**src/rtl/trig_timer_pkg.sv**
```systemverilog
`timescale 1ns/1ps
package trig_timer_pkg;

  typedef enum logic [1:0] {
    TRG_SOFT = 2'd0,
    TRG_RISE = 2'd1,
    TRG_FALL = 2'd2,
    TRG_ANY  = 2'd3
  } trig_sel_e;

  // configuration word, MSB first: bit7 .. bit0
  typedef struct packed {
    logic      onePulse;
    trig_sel_e trigSel;
    logic      retrig;
    logic      setOnce;
    logic      polInv;
    logic      preload;
    logic      countSrc;
  } cfg_t;

  localparam int CFG_W = $bits(cfg_t);
  localparam int ADDR_W = 2;

  localparam logic [ADDR_W-1:0] ADDR_CFG  = 2'd0;
  localparam logic [ADDR_W-1:0] ADDR_CTRL = 2'd1;
  localparam logic [ADDR_W-1:0] ADDR_ARR  = 2'd2;
  localparam logic [ADDR_W-1:0] ADDR_CMP  = 2'd3;

  // control-to-datapath strobes
  typedef struct packed {
    logic cntClr;
    logic cntStep;
    logic wrap;
    logic wrArr;
    logic wrCmp;
    logic preload;
    logic clrOnce;
  } strb_t;

endpackage

```
**src/rtl/trig_timer_ctrl.sv**
```systemverilog
`timescale 1ns/1ps
module trig_timer_ctrl
  import trig_timer_pkg::*;
#(
  parameter int SYNC_STAGES = 2
) (
  input  logic              clk,
  input  logic              rstN,
  input  logic              wrEn,
  input  logic [ADDR_W-1:0] wrAddr,
  input  logic [CFG_W-1:0]  wrData,
  input  logic              extCount,
  input  logic              extTrig,
  input  logic              atArr,
  output cfg_t              cfg,
  output logic              enabled,
  output logic              running,
  output strb_t             strb
);

  localparam int N_IN = 2;
  localparam int IDX_TRIG = 0;
  localparam int IDX_CNT  = 1;

  logic [N_IN-1:0] rawIn;
  logic [N_IN-1:0] syncOut;
  logic [N_IN-1:0] syncPrev;
  logic [N_IN-1:0] riseEdge;
  logic [N_IN-1:0] fallEdge;

  assign rawIn[IDX_TRIG] = extTrig;
  assign rawIn[IDX_CNT]  = extCount;

  genvar g;
  generate
    for (g = 0; g < N_IN; g++) begin : g_sync
      logic [SYNC_STAGES-1:0] chain;
      always_ff @(posedge clk) begin
        if (!rstN) begin
          chain       <= '0;
          syncPrev[g] <= 1'b0;
        end else begin
          chain       <= {chain[SYNC_STAGES-2:0], rawIn[g]};
          syncPrev[g] <= chain[SYNC_STAGES-1];
        end
      end
      assign syncOut[g]  = chain[SYNC_STAGES-1];
      assign riseEdge[g] = syncOut[g] & ~syncPrev[g];
      assign fallEdge[g] = ~syncOut[g] & syncPrev[g];
    end
  endgenerate

  cfg_t cfgQ;
  logic enQ;
  logic runQ;

  logic wrCfg;
  logic wrCtrl;
  logic enNext;
  logic swStart;
  logic trigEv;
  logic startEv;
  logic restart;
  logic stepNow;
  logic wrapNow;
  logic runNext;

  assign wrCfg  = wrEn && (wrAddr == ADDR_CFG) && !enQ;
  assign wrCtrl = wrEn && (wrAddr == ADDR_CTRL);
  assign enNext = wrCtrl ? wrData[0] : enQ;

  assign swStart = wrCtrl && wrData[0] && wrData[1] && (cfgQ.trigSel == TRG_SOFT);

  always_comb begin
    trigEv = 1'b0;
    unique case (cfgQ.trigSel)
      TRG_SOFT: trigEv = 1'b0;
      TRG_RISE: trigEv = riseEdge[IDX_TRIG];
      TRG_FALL: trigEv = fallEdge[IDX_TRIG];
      TRG_ANY:  trigEv = riseEdge[IDX_TRIG] | fallEdge[IDX_TRIG];
      default:  trigEv = 1'b0;
    endcase
    trigEv = trigEv && enQ;
  end

  assign startEv = swStart || trigEv;
  assign restart = startEv && enNext && (!runQ || cfgQ.retrig);
  assign stepNow = runQ && enNext && !restart &&
                   (cfgQ.countSrc ? riseEdge[IDX_CNT] : 1'b1);
  assign wrapNow = stepNow && atArr;

  always_comb begin
    runNext = runQ;
    if (!enNext)                        runNext = 1'b0;
    else if (restart)                   runNext = 1'b1;
    else if (wrapNow && cfgQ.onePulse)  runNext = 1'b0;
  end

  always_ff @(posedge clk) begin
    if (!rstN) begin
      cfgQ <= '0;
      enQ  <= 1'b0;
      runQ <= 1'b0;
    end else begin
      if (wrCfg) cfgQ <= cfg_t'(wrData);
      enQ  <= enNext;
      runQ <= runNext;
    end
  end

  always_comb begin
    strb.cntClr  = restart || !enNext;
    strb.cntStep = stepNow;
    strb.wrap    = wrapNow;
    strb.wrArr   = wrEn && (wrAddr == ADDR_ARR);
    strb.wrCmp   = wrEn && (wrAddr == ADDR_CMP);
    strb.preload = cfgQ.preload;
    strb.clrOnce = !enNext;
  end

  assign cfg     = cfgQ;
  assign enabled = enQ;
  assign running = runQ;

endmodule

```
**src/rtl/trig_timer_dp.sv**
```systemverilog
`timescale 1ns/1ps
module trig_timer_dp
  import trig_timer_pkg::*;
#(
  parameter int CNT_W = 16
) (
  input  logic             clk,
  input  logic             rstN,
  input  strb_t            strb,
  input  logic [CNT_W-1:0] wrData,
  input  logic             polInv,
  input  logic             setOnce,
  output logic             atArr,
  output logic             waveOut,
  output logic             updFlag,
  output logic [CNT_W-1:0] countVal
);

  localparam logic [CNT_W-1:0] ARR_RST = '1;
  localparam logic [CNT_W-1:0] CMP_RST = '0;

  logic [CNT_W-1:0] cntQ;
  logic [CNT_W-1:0] arrQ;
  logic [CNT_W-1:0] cmpQ;
  logic [CNT_W-1:0] arrShadow;
  logic [CNT_W-1:0] cmpShadow;
  logic             arrPend;
  logic             cmpPend;
  logic             onceQ;
  logic             updQ;
  logic             cmpHit;
  logic             activeLvl;

  always_ff @(posedge clk) begin
    if (!rstN) begin
      cntQ <= '0;
      updQ <= 1'b0;
    end else begin
      updQ <= strb.wrap;
      if (strb.cntClr)       cntQ <= '0;
      else if (strb.wrap)    cntQ <= '0;
      else if (strb.cntStep) cntQ <= cntQ + 1'b1;
    end
  end

  // limit register with optional deferred load
  always_ff @(posedge clk) begin
    if (!rstN) begin
      arrQ      <= ARR_RST;
      arrShadow <= ARR_RST;
      arrPend   <= 1'b0;
    end else if (strb.wrArr && !strb.preload) begin
      arrQ    <= wrData;
      arrPend <= 1'b0;
    end else if (strb.wrArr) begin
      arrShadow <= wrData;
      arrPend   <= 1'b1;
    end else if (strb.wrap && arrPend) begin
      arrQ    <= arrShadow;
      arrPend <= 1'b0;
    end
  end

  // threshold register with optional deferred load
  always_ff @(posedge clk) begin
    if (!rstN) begin
      cmpQ      <= CMP_RST;
      cmpShadow <= CMP_RST;
      cmpPend   <= 1'b0;
    end else if (strb.wrCmp && !strb.preload) begin
      cmpQ    <= wrData;
      cmpPend <= 1'b0;
    end else if (strb.wrCmp) begin
      cmpShadow <= wrData;
      cmpPend   <= 1'b1;
    end else if (strb.wrap && cmpPend) begin
      cmpQ    <= cmpShadow;
      cmpPend <= 1'b0;
    end
  end

  assign cmpHit = (cntQ > cmpQ) && (cntQ <= arrQ);

  always_ff @(posedge clk) begin
    if (!rstN)             onceQ <= 1'b0;
    else if (strb.clrOnce) onceQ <= 1'b0;
    else if (cmpHit)       onceQ <= 1'b1;
  end

  assign activeLvl = setOnce ? (cmpHit || onceQ) : cmpHit;
  assign waveOut   = activeLvl ^ polInv;
  assign atArr     = (cntQ == arrQ);
  assign updFlag   = updQ;
  assign countVal  = cntQ;

endmodule

```
**src/rtl/trig_timer.sv**
```systemverilog
`timescale 1ns/1ps
module trig_timer
  import trig_timer_pkg::*;
#(
  parameter int CNT_W       = 16,
  parameter int SYNC_STAGES = 2
) (
  input  logic              clk,
  input  logic              rstN,
  input  logic              wrEn,
  input  logic [ADDR_W-1:0] wrAddr,
  input  logic [CNT_W-1:0]  wrData,
  input  logic              extCount,
  input  logic              extTrig,
  output logic              waveOut,
  output logic              updFlag,
  output logic              running,
  output logic [CNT_W-1:0]  countVal
);

  cfg_t  cfg;
  strb_t strb;
  logic  enabled;
  logic  atArr;

  trig_timer_ctrl #(
    .SYNC_STAGES(SYNC_STAGES)
  ) i_ctrl (
    .clk      (clk),
    .rstN     (rstN),
    .wrEn     (wrEn),
    .wrAddr   (wrAddr),
    .wrData   (wrData[CFG_W-1:0]),
    .extCount (extCount),
    .extTrig  (extTrig),
    .atArr    (atArr),
    .cfg      (cfg),
    .enabled  (enabled),
    .running  (running),
    .strb     (strb)
  );

  trig_timer_dp #(
    .CNT_W(CNT_W)
  ) i_dp (
    .clk      (clk),
    .rstN     (rstN),
    .strb     (strb),
    .wrData   (wrData),
    .polInv   (cfg.polInv),
    .setOnce  (cfg.setOnce),
    .atArr    (atArr),
    .waveOut  (waveOut),
    .updFlag  (updFlag),
    .countVal (countVal)
  );

endmodule

```
**config.mk**
```make
export PLATFORM = sky130hd
export DESIGN_NAME = trig_timer
export DESIGN_NICKNAME = d
export VERILOG_FILES = /design/src/rtl/trig_timer_pkg.sv /design/src/rtl/trig_timer_ctrl.sv /design/src/rtl/trig_timer_dp.sv /design/src/rtl/trig_timer.sv
export SDC_FILE = /design/constraint.sdc
export NUM_CORES = 1
export LEC_CHECK = 0
export ABC_AREA = 1
export CAP_MARGIN = 5
export CORE_UTILIZATION = 58
export CTS_CLUSTER_DIAMETER = 60
export CTS_CLUSTER_SIZE = 12
export DETAILED_ROUTE_END_ITERATION = 8
export GPL_TIMING_DRIVEN = 0
export HOLD_SLACK_MARGIN = 0.06
export PLACE_DENSITY = 0.87
export SKIP_CTS_REPAIR_TIMING = 1
export SLEW_MARGIN = 30
export SYNTH_ARGS = -nofsm -noshare
export SYNTH_HDL_FRONTEND = slang
export SYNTH_SLANG_ARGS = --single-unit
```
**constraint.sdc**
```tcl
create_clock -name clk -period 2.64 [get_ports clk]
set_input_delay 0.264 -clock clk [delete_from_list [all_inputs] [get_ports clk]]
set_output_delay 0.264 -clock clk [all_outputs]
set_load 0.02 [all_outputs]
```
==> reports/results.tsv, run 1 <==
metric	value	unit
Synth Area per Inst	7.052	µm²
Routed Antenna Nets	0	
share of power burned in combinational logic	0.103	
synth unique cells	32	
die area	0.009269	mm²
Reg-to-Reg End	i_dp.cmpQ[6]	
Pins Over Slew Limit	0	
ANT cells	0	
top-level I/O count	42	
CTS Sinks	100	
max layer used	met4	
Compound-Gate Fraction of Synth Area	0.1527	
row count	34	
Hold Startpoint	rstN	
largest cells by area after synthesis	dfxtp_1 39%, nand2_1 11%, ha_1 8.5%	
DR iter-0 viols	448	
Power per Cell Area	515.1	mW/mm²
# nets final	841	
Post-DP HPWL	10.05	mm
wire per inst	15.26	µm
initial antenna violation count	0	
Sequential Area	0.002009	mm²
part of the power in registers	0.514	
hold_ws	0.3386	ns
Mapped Area	0.005155	mm²
initial core utilization	0.5940	
VDD IR-drop max	0.5334	mV
Die Y	96.28	µm
Synth Register Bits	100	
DR DRC count	0	
Finished Cell Area	0.005944	mm²
WHS Path Cells	3	
Critical-path top delay cell	dfxtp_1	
CTS root buffer	clkbuf_8	
CP Cell Sequence	ha_1 -> a21oi_1 -> o21ai_0 -> a21oi_1 -> nand2_1 -> nand2_1 -> nand2_1 -> nand2_1 -> nand2_1 -> nand2_1 -> clkbuf_2	
CTS max path bufs	2	
CP Class	reg2out	
status	finished clean	
Core Box Area	0.008678	mm²
vias per cell	5.648	
worst reg-to-reg setup slack	0.31	ns
post-synthesis mux area share	0	
switching power	0.0007649	W
Leak	2.944	nW
CP arrival	2.21	ns
Setup TNS	0	ns
worst-margin pin slew	0.8514	ns
post-synthesis sequential area ratio	0.3883	
sw frac	0.2498	
Min-Delay Path Class	in2reg	
Worst Path Max Fanout	6	
Internal Power	0.002297	W
grt total ovfl	0	
synth warn	0	
Crit path largest cell delay	0.53	ns
Hold Vio Cnt, Final	0	
Max Cap Violations	0	
cell taking the most area after synthesis	dfxtp_1	
crit end category	primary output	
Worst-path clk slew	0.10	ns
gr usage total	0.3104	
Synth top area share	0.3883	
post-synthesis simple-gate area fraction	0.2631	
CTS buffer count	9	
CTS tree	built	
clock power share	0.383	
worst r2r src	i_dp.countVal[6]	
largest family of logic cells by synthesized area	simple AND/OR/NAND/NOR gates	
Syn Inst Count	731	
Critical Path RT	2.38	ns
Detail Route met3 WL	790	µm
Worst Reg-to-Reg Cells	12	
Port Buffer Count	40	
metal2 WL	6.636	mm
RSZ-0062 raised after global routing	false	
placed inst area	0.005690	mm²
WHS Endpoint	i_dp.arrPend	
crit-path most repeated cell	nand2_1	
xor/xnor share of the synthesized area	0.008495	
CP Launch Type	flip-flop	
Layout area overhead	15.32	%
vias in the first global route	4507	
Worst slew margin	0.4271	
multi-input logic area	0.002635	mm²
routed via count	5049	
worst-skew pair later-pin latency	0.37	ns
Setup Viol. Count Final	0	
CTS H-tree depth	3	
fin crit share	0.9365	
pin count of the biggest net entering global routing	17	
final wirelength	13.64	mm
post-synthesis adder-cell area fraction	0.08495	
Max Fclk	404.5	MHz
router iterations before antenna repair	5	
Period minus WS final	2.472	ns
skew final	0.01120	ns
GPL Wtd Cong	0.9334	
M1 WL	5.835	mm
Horiz. Die Dim	96.28	µm
global-route wire length before repair	21.67	mm
Filler cells	746	
syn_nets	789	
fraction of final layout cells sized beyond drive strength 1	0.06107	
[worst max-delay path, delay by kind of cell (launching register included)]
kind                     cells  cell delay (ns)
flip-flops                   1             0.53
buffers and inverters        1             0.16
AND/OR/NAND/NOR              6             0.47
AO/OA/AOI/OAI                3             0.38
adder cells (fa/ha/maj)      1             0.31
[stage by stage]
step | std cells | setup slack (ns) | power [W] | util
after global placement | 879 | -0.02190 | 0.001900 | 0.6557
after global routing | 894 | 0.01048 | 0.003165 | 0.6850
after CTS | 893 | -0.4274 | 0.003058 | 0.6827
final | 894 | 0.1677 | 0.003062 | 0.6850
after floorplan | 731 | 0.6521 | 0.001804 | -
after detailed placement | 879 | -0.02149 | 0.001916 | 0.6557
[placed cells by master (no fill, tap or decap), drive strengths merged]
cell,instances
o211ai,16
nor4,2
clkdlybuf4s50,39
o21ai,69
o21a,1
buf,14
nor3b,2
nor3,9
ha,35
nand3b,1
nand4,8
nand3,58
dfxtp,100
xnor2,1
a21oi,59
clkbuf,30
xor2,4
bufinv,3
and3,2
inv,102
nand2,160
o21bai,2
nor2,69
[Yosys cell counts]
master / number
nor2_1: 64
o21ai_0: 68
buf_6: 2
nor3b_1: 2
nand2_4: 1
o21a_1: 1
buf_4: 1
buf_1: 2
nand3_4: 2
dfxtp_1: 100
nand4_1: 7
nor2_2: 4
o211ai_1: 16
nor2_4: 1
clkbuf_1: 20
and3_1: 2
nand4_2: 1
o21ai_2: 1
nand3b_1: 1
nand2_2: 3
xnor2_1: 1
nand3_1: 56
inv_2: 1
nor3_1: 9
nand2_1: 156
ha_1: 35
a21oi_1: 59
buf_2: 8
nor4_1: 2
inv_1: 99
xor2_1: 4
o21bai_1: 2
[layout make-up]
class,instances,share of cell area
Sequential cell,100,0.3380
Clock buffer,9,0.02084
Buffer,33,0.02568
Tap cell,108,0.02273
Inverter,100,0.06314
Multi-Input combinational cell,498,0.4433
Timing Repair Buffer,41,0.06778
Clock inverter,5,0.01852
[metal layers]
layer  vias up  track usage
li1       2472            -
met1      2351       0.3785
met2       196       0.5343
met4         0       0.1244
met3        30      0.06003
met5         -            0
[power by group through the flow]
stage	Clock, W	Sequential [W]	Combinational [W]
finish	0.00117	0.00157	0.000315
CTS	0.00117	0.00157	0.000314
global route	0.00123	0.00158	0.000358
global placement	0	0.00160	0.000295
floorplan	0	0.00160	0.000204
detailed placement	0	0.00161	0.000309
[worst max path at each step]
stage	cells past startpoint	slack, ns	to	from
floorplan	11	0.65	i_dp.cmpQ[2]	i_dp.countVal[7]
global placement	12	-0.02	waveOut	i_dp.countVal[7]
detailed placement	12	-0.02	waveOut	i_dp.countVal[7]
CTS	12	-0.43	waveOut	i_dp.countVal[7]
global route	13	0.01	waveOut	i_dp.countVal[13]
finish	11	0.17	waveOut	i_dp.countVal[13]
[sequential cells by signal (all words and copies together), names as in the netlist]
name and cells:
i_ctrl.running 1, i_dp.arrShadow 16, i_ctrl.cfg 8, i_dp.onceQ 1
i_dp.arrQ 16, i_dp.cmpPend 1, i_ctrl.enabled 1, i_dp.updFlag 1
i_dp.arrPend 1, i_dp.cmpQ 16, i_dp.cmpShadow 16, i_ctrl.g_sync.chain 4
i_ctrl.syncPrev 2, i_dp.countVal 16
[logic make-up (layout without fill, tap and decap cells)]
| group | Yosys count | in the layout |
|---|---|---|
| and+or+nand+nor | 311 | 311 |
| buffers and inverters | 133 | 188 |
| xor gates and xnor gates | 5 | 5 |
| DFF | 100 | 100 |
| AOI/OAI and AO/OA | 147 | 147 |
| adders and majority gates | 35 | 35 |
No activity file was read; power rests on OpenSTA's default activity.
==> inputs of run 2 (changes only) <==
Clock period 2.64 ns to 2.5 ns, I/O delays scaled along.
==> run 2 against run 1 <==
Sequential power up 6%. Critical path depth is 1 higher. Die area unchanged. Total power rose by 5.5%. Routed wire length increased by 1.4%. Utilization is 0.45 points higher. Final cell count grew 0.11%. Sequential cell count unchanged. Critical endpoint unchanged.
==> reports/results.tsv, run 2 (synthesis results as in run 1) <==
metric	value	unit
commonest non-fill, non-tap cell in the layout	nand2_1	
DP Cell Count	879	
Max Fclk	414.6	MHz
Leak	2.956	nW
Port Buffer Count	40	
post-place setup slack	-0.1475	ns
grt total ovfl	0	
skew final	0.009793	ns
router iterations before antenna repair	5	
VDD IR-drop max	0.5638	mV
CTS buffer count	9	
GPL Wtd Cong	0.9334	
Pins Over Slew Limit	0	
gr usage total	0.3104	
Power per Cell Area	540.1	mW/mm²
Setup Viol. Count Final	0	
worst-skew pair later-pin latency	0.37	ns
Worst-path clk slew	0.10	ns
M1 WL	5.864	mm
fin crit share	0.9648	
hold_ws	0.3305	ns
Max Cap Violations	0	
Sequential Area	0.002027	mm²
CP arrival	2.16	ns
Period minus WS final	2.412	ns
Post-DP HPWL	10.05	mm
die area	0.009269	mm²
Hold Vio Cnt, Final	0	
vias per cell	5.653	
status	finished clean	
CTS tree	built	
CTS max path bufs	2	
most frequent cells in the layout	154 x nand2_1, 99 x inv_1, 88 x dfxtp_1, 68 x o21ai_0, 63 x nor2_1	
launch point of the worst path	i_dp.countVal[7]	
initial core utilization	0.5940	
Core Box Area	0.008678	mm²
Die Y	96.28	µm
vias in the first global route	4507	
multi-input logic area	0.002646	mm²
Worst Path Max Fanout	7	
Detail Route met3 WL	797	µm
top-level I/O count	42	
wire per inst	15.46	µm
pin count of the biggest net entering global routing	17	
row count	34	
initial antenna violation count	0	
Horiz. Die Dim	96.28	µm
CTS Sinks	100	
CP Class	reg2out	
Hold Startpoint	rstN	
crit end category	primary output	
max layer used	met4	
worst-margin pin slew	0.8461	ns
global-route wire length before repair	21.67	mm
# nets final	842	
Min-Delay Path Class	in2reg	
final wirelength	13.84	mm
Layout area overhead	16.07	%
DR DRC count	0	
Filler cells	738	
fraction of final layout cells sized beyond drive strength 1	0.07497	
ANT cells	0	
DR iter-0 viols	369	
worst r2r src	i_dp.countVal[7]	
metal2 WL	6.728	mm
CP Launch Type	flip-flop	
Critical Path RT	2.25	ns
Worst slew margin	0.4307	
Routed Antenna Nets	0	
Final Non-Filler Cells	895	
routed via count	5059	
CTS root buffer	clkbuf_8	
Tot Pwr	0.003232	W
final setup margin	0.08798	ns
CTS H-tree depth	3	
-- run 2: changes by cell type in the layout (fill, tap and decap cells not counted) --
cell      delta
dfxtp_1      -6
dfxtp_4      +4
buf_4        +2
dfxtp_2      +2
nand2_1      -2
nand2_2      +2
a21oi_1      -1
a21oi_2      +1
clkbuf_2     -1
nor2_1       -1
nor2_2       +1
-- run 2: metal layers --
layer	GRT usage	vias to the layer above
met4	0.1244	0
li1	-	2473
met3	0.06003	35
met5	0	-
met2	0.5343	201
met1	0.3785	2350
-- run 2: cell type report --
cell class	count	area share
clock inverter	5	0.01840
timing repair buffer	42	0.06901
buffer	33	0.02551
tap	108	0.02258
clock buffer	9	0.02070
multi-input combinational	498	0.4423
sequential	100	0.3388
inverter	100	0.06274
-- run 2: worst paths after layout --
path / slack (ns) / cells past startpoint / endpoint
worst min-delay path: 0.33 / 3 / i_dp.arrPend
worst max register to register: 0.12 / 12 / i_dp.cmpQ[6]
worst max-delay path: 0.09 / 12 / waveOut
worst min register to register: 0.42 / 2 / i_ctrl.g_sync[0].chain[1]
-- run 2: metrics by stage --
step / TNS (ns) / utilization / cell area (µm²)
after global routing: -0.3359 / 0.6894 / 5983
final: 0 / 0.6894 / 5983
after floorplan: 0 / - / 5155
after CTS: -0.5534 / 0.6827 / 5924
after detailed placement: -0.1475 / 0.6557 / 5690
after global placement: -0.1479 / 0.6557 / 5690
-- run 2: power breakdown --
group          switching (W)  internal (W)  total [W]  leakage, nW
Sequential         0.0000235       0.00163    0.00166        0.820
Clock               0.000572      0.000665    0.00124        0.118
Combinational       0.000211      0.000127   0.000338         2.02
Total               0.000807       0.00242    0.00323         2.96
-- run 2: worst max-delay path: stages, from the launching register on --
cell,delay [ns]
dfxtp_4,0.39
ha_1,0.30
nand2_1,0.11
nor2_2,0.15
nand4_1,0.17
nor2_4,0.15
inv_1,0.04
nand2_1,0.09
nand2_2,0.10
nand2_1,0.07
nand2_1,0.04
nand2_1,0.05
buf_4,0.13
==> inputs of run 3 (changes only) <==
Settings changed: CAP_MARGIN 5 to not set.
==> results of run 3 <==
Same layout as run 2: the final DEF is identical, and so are final timing and power.
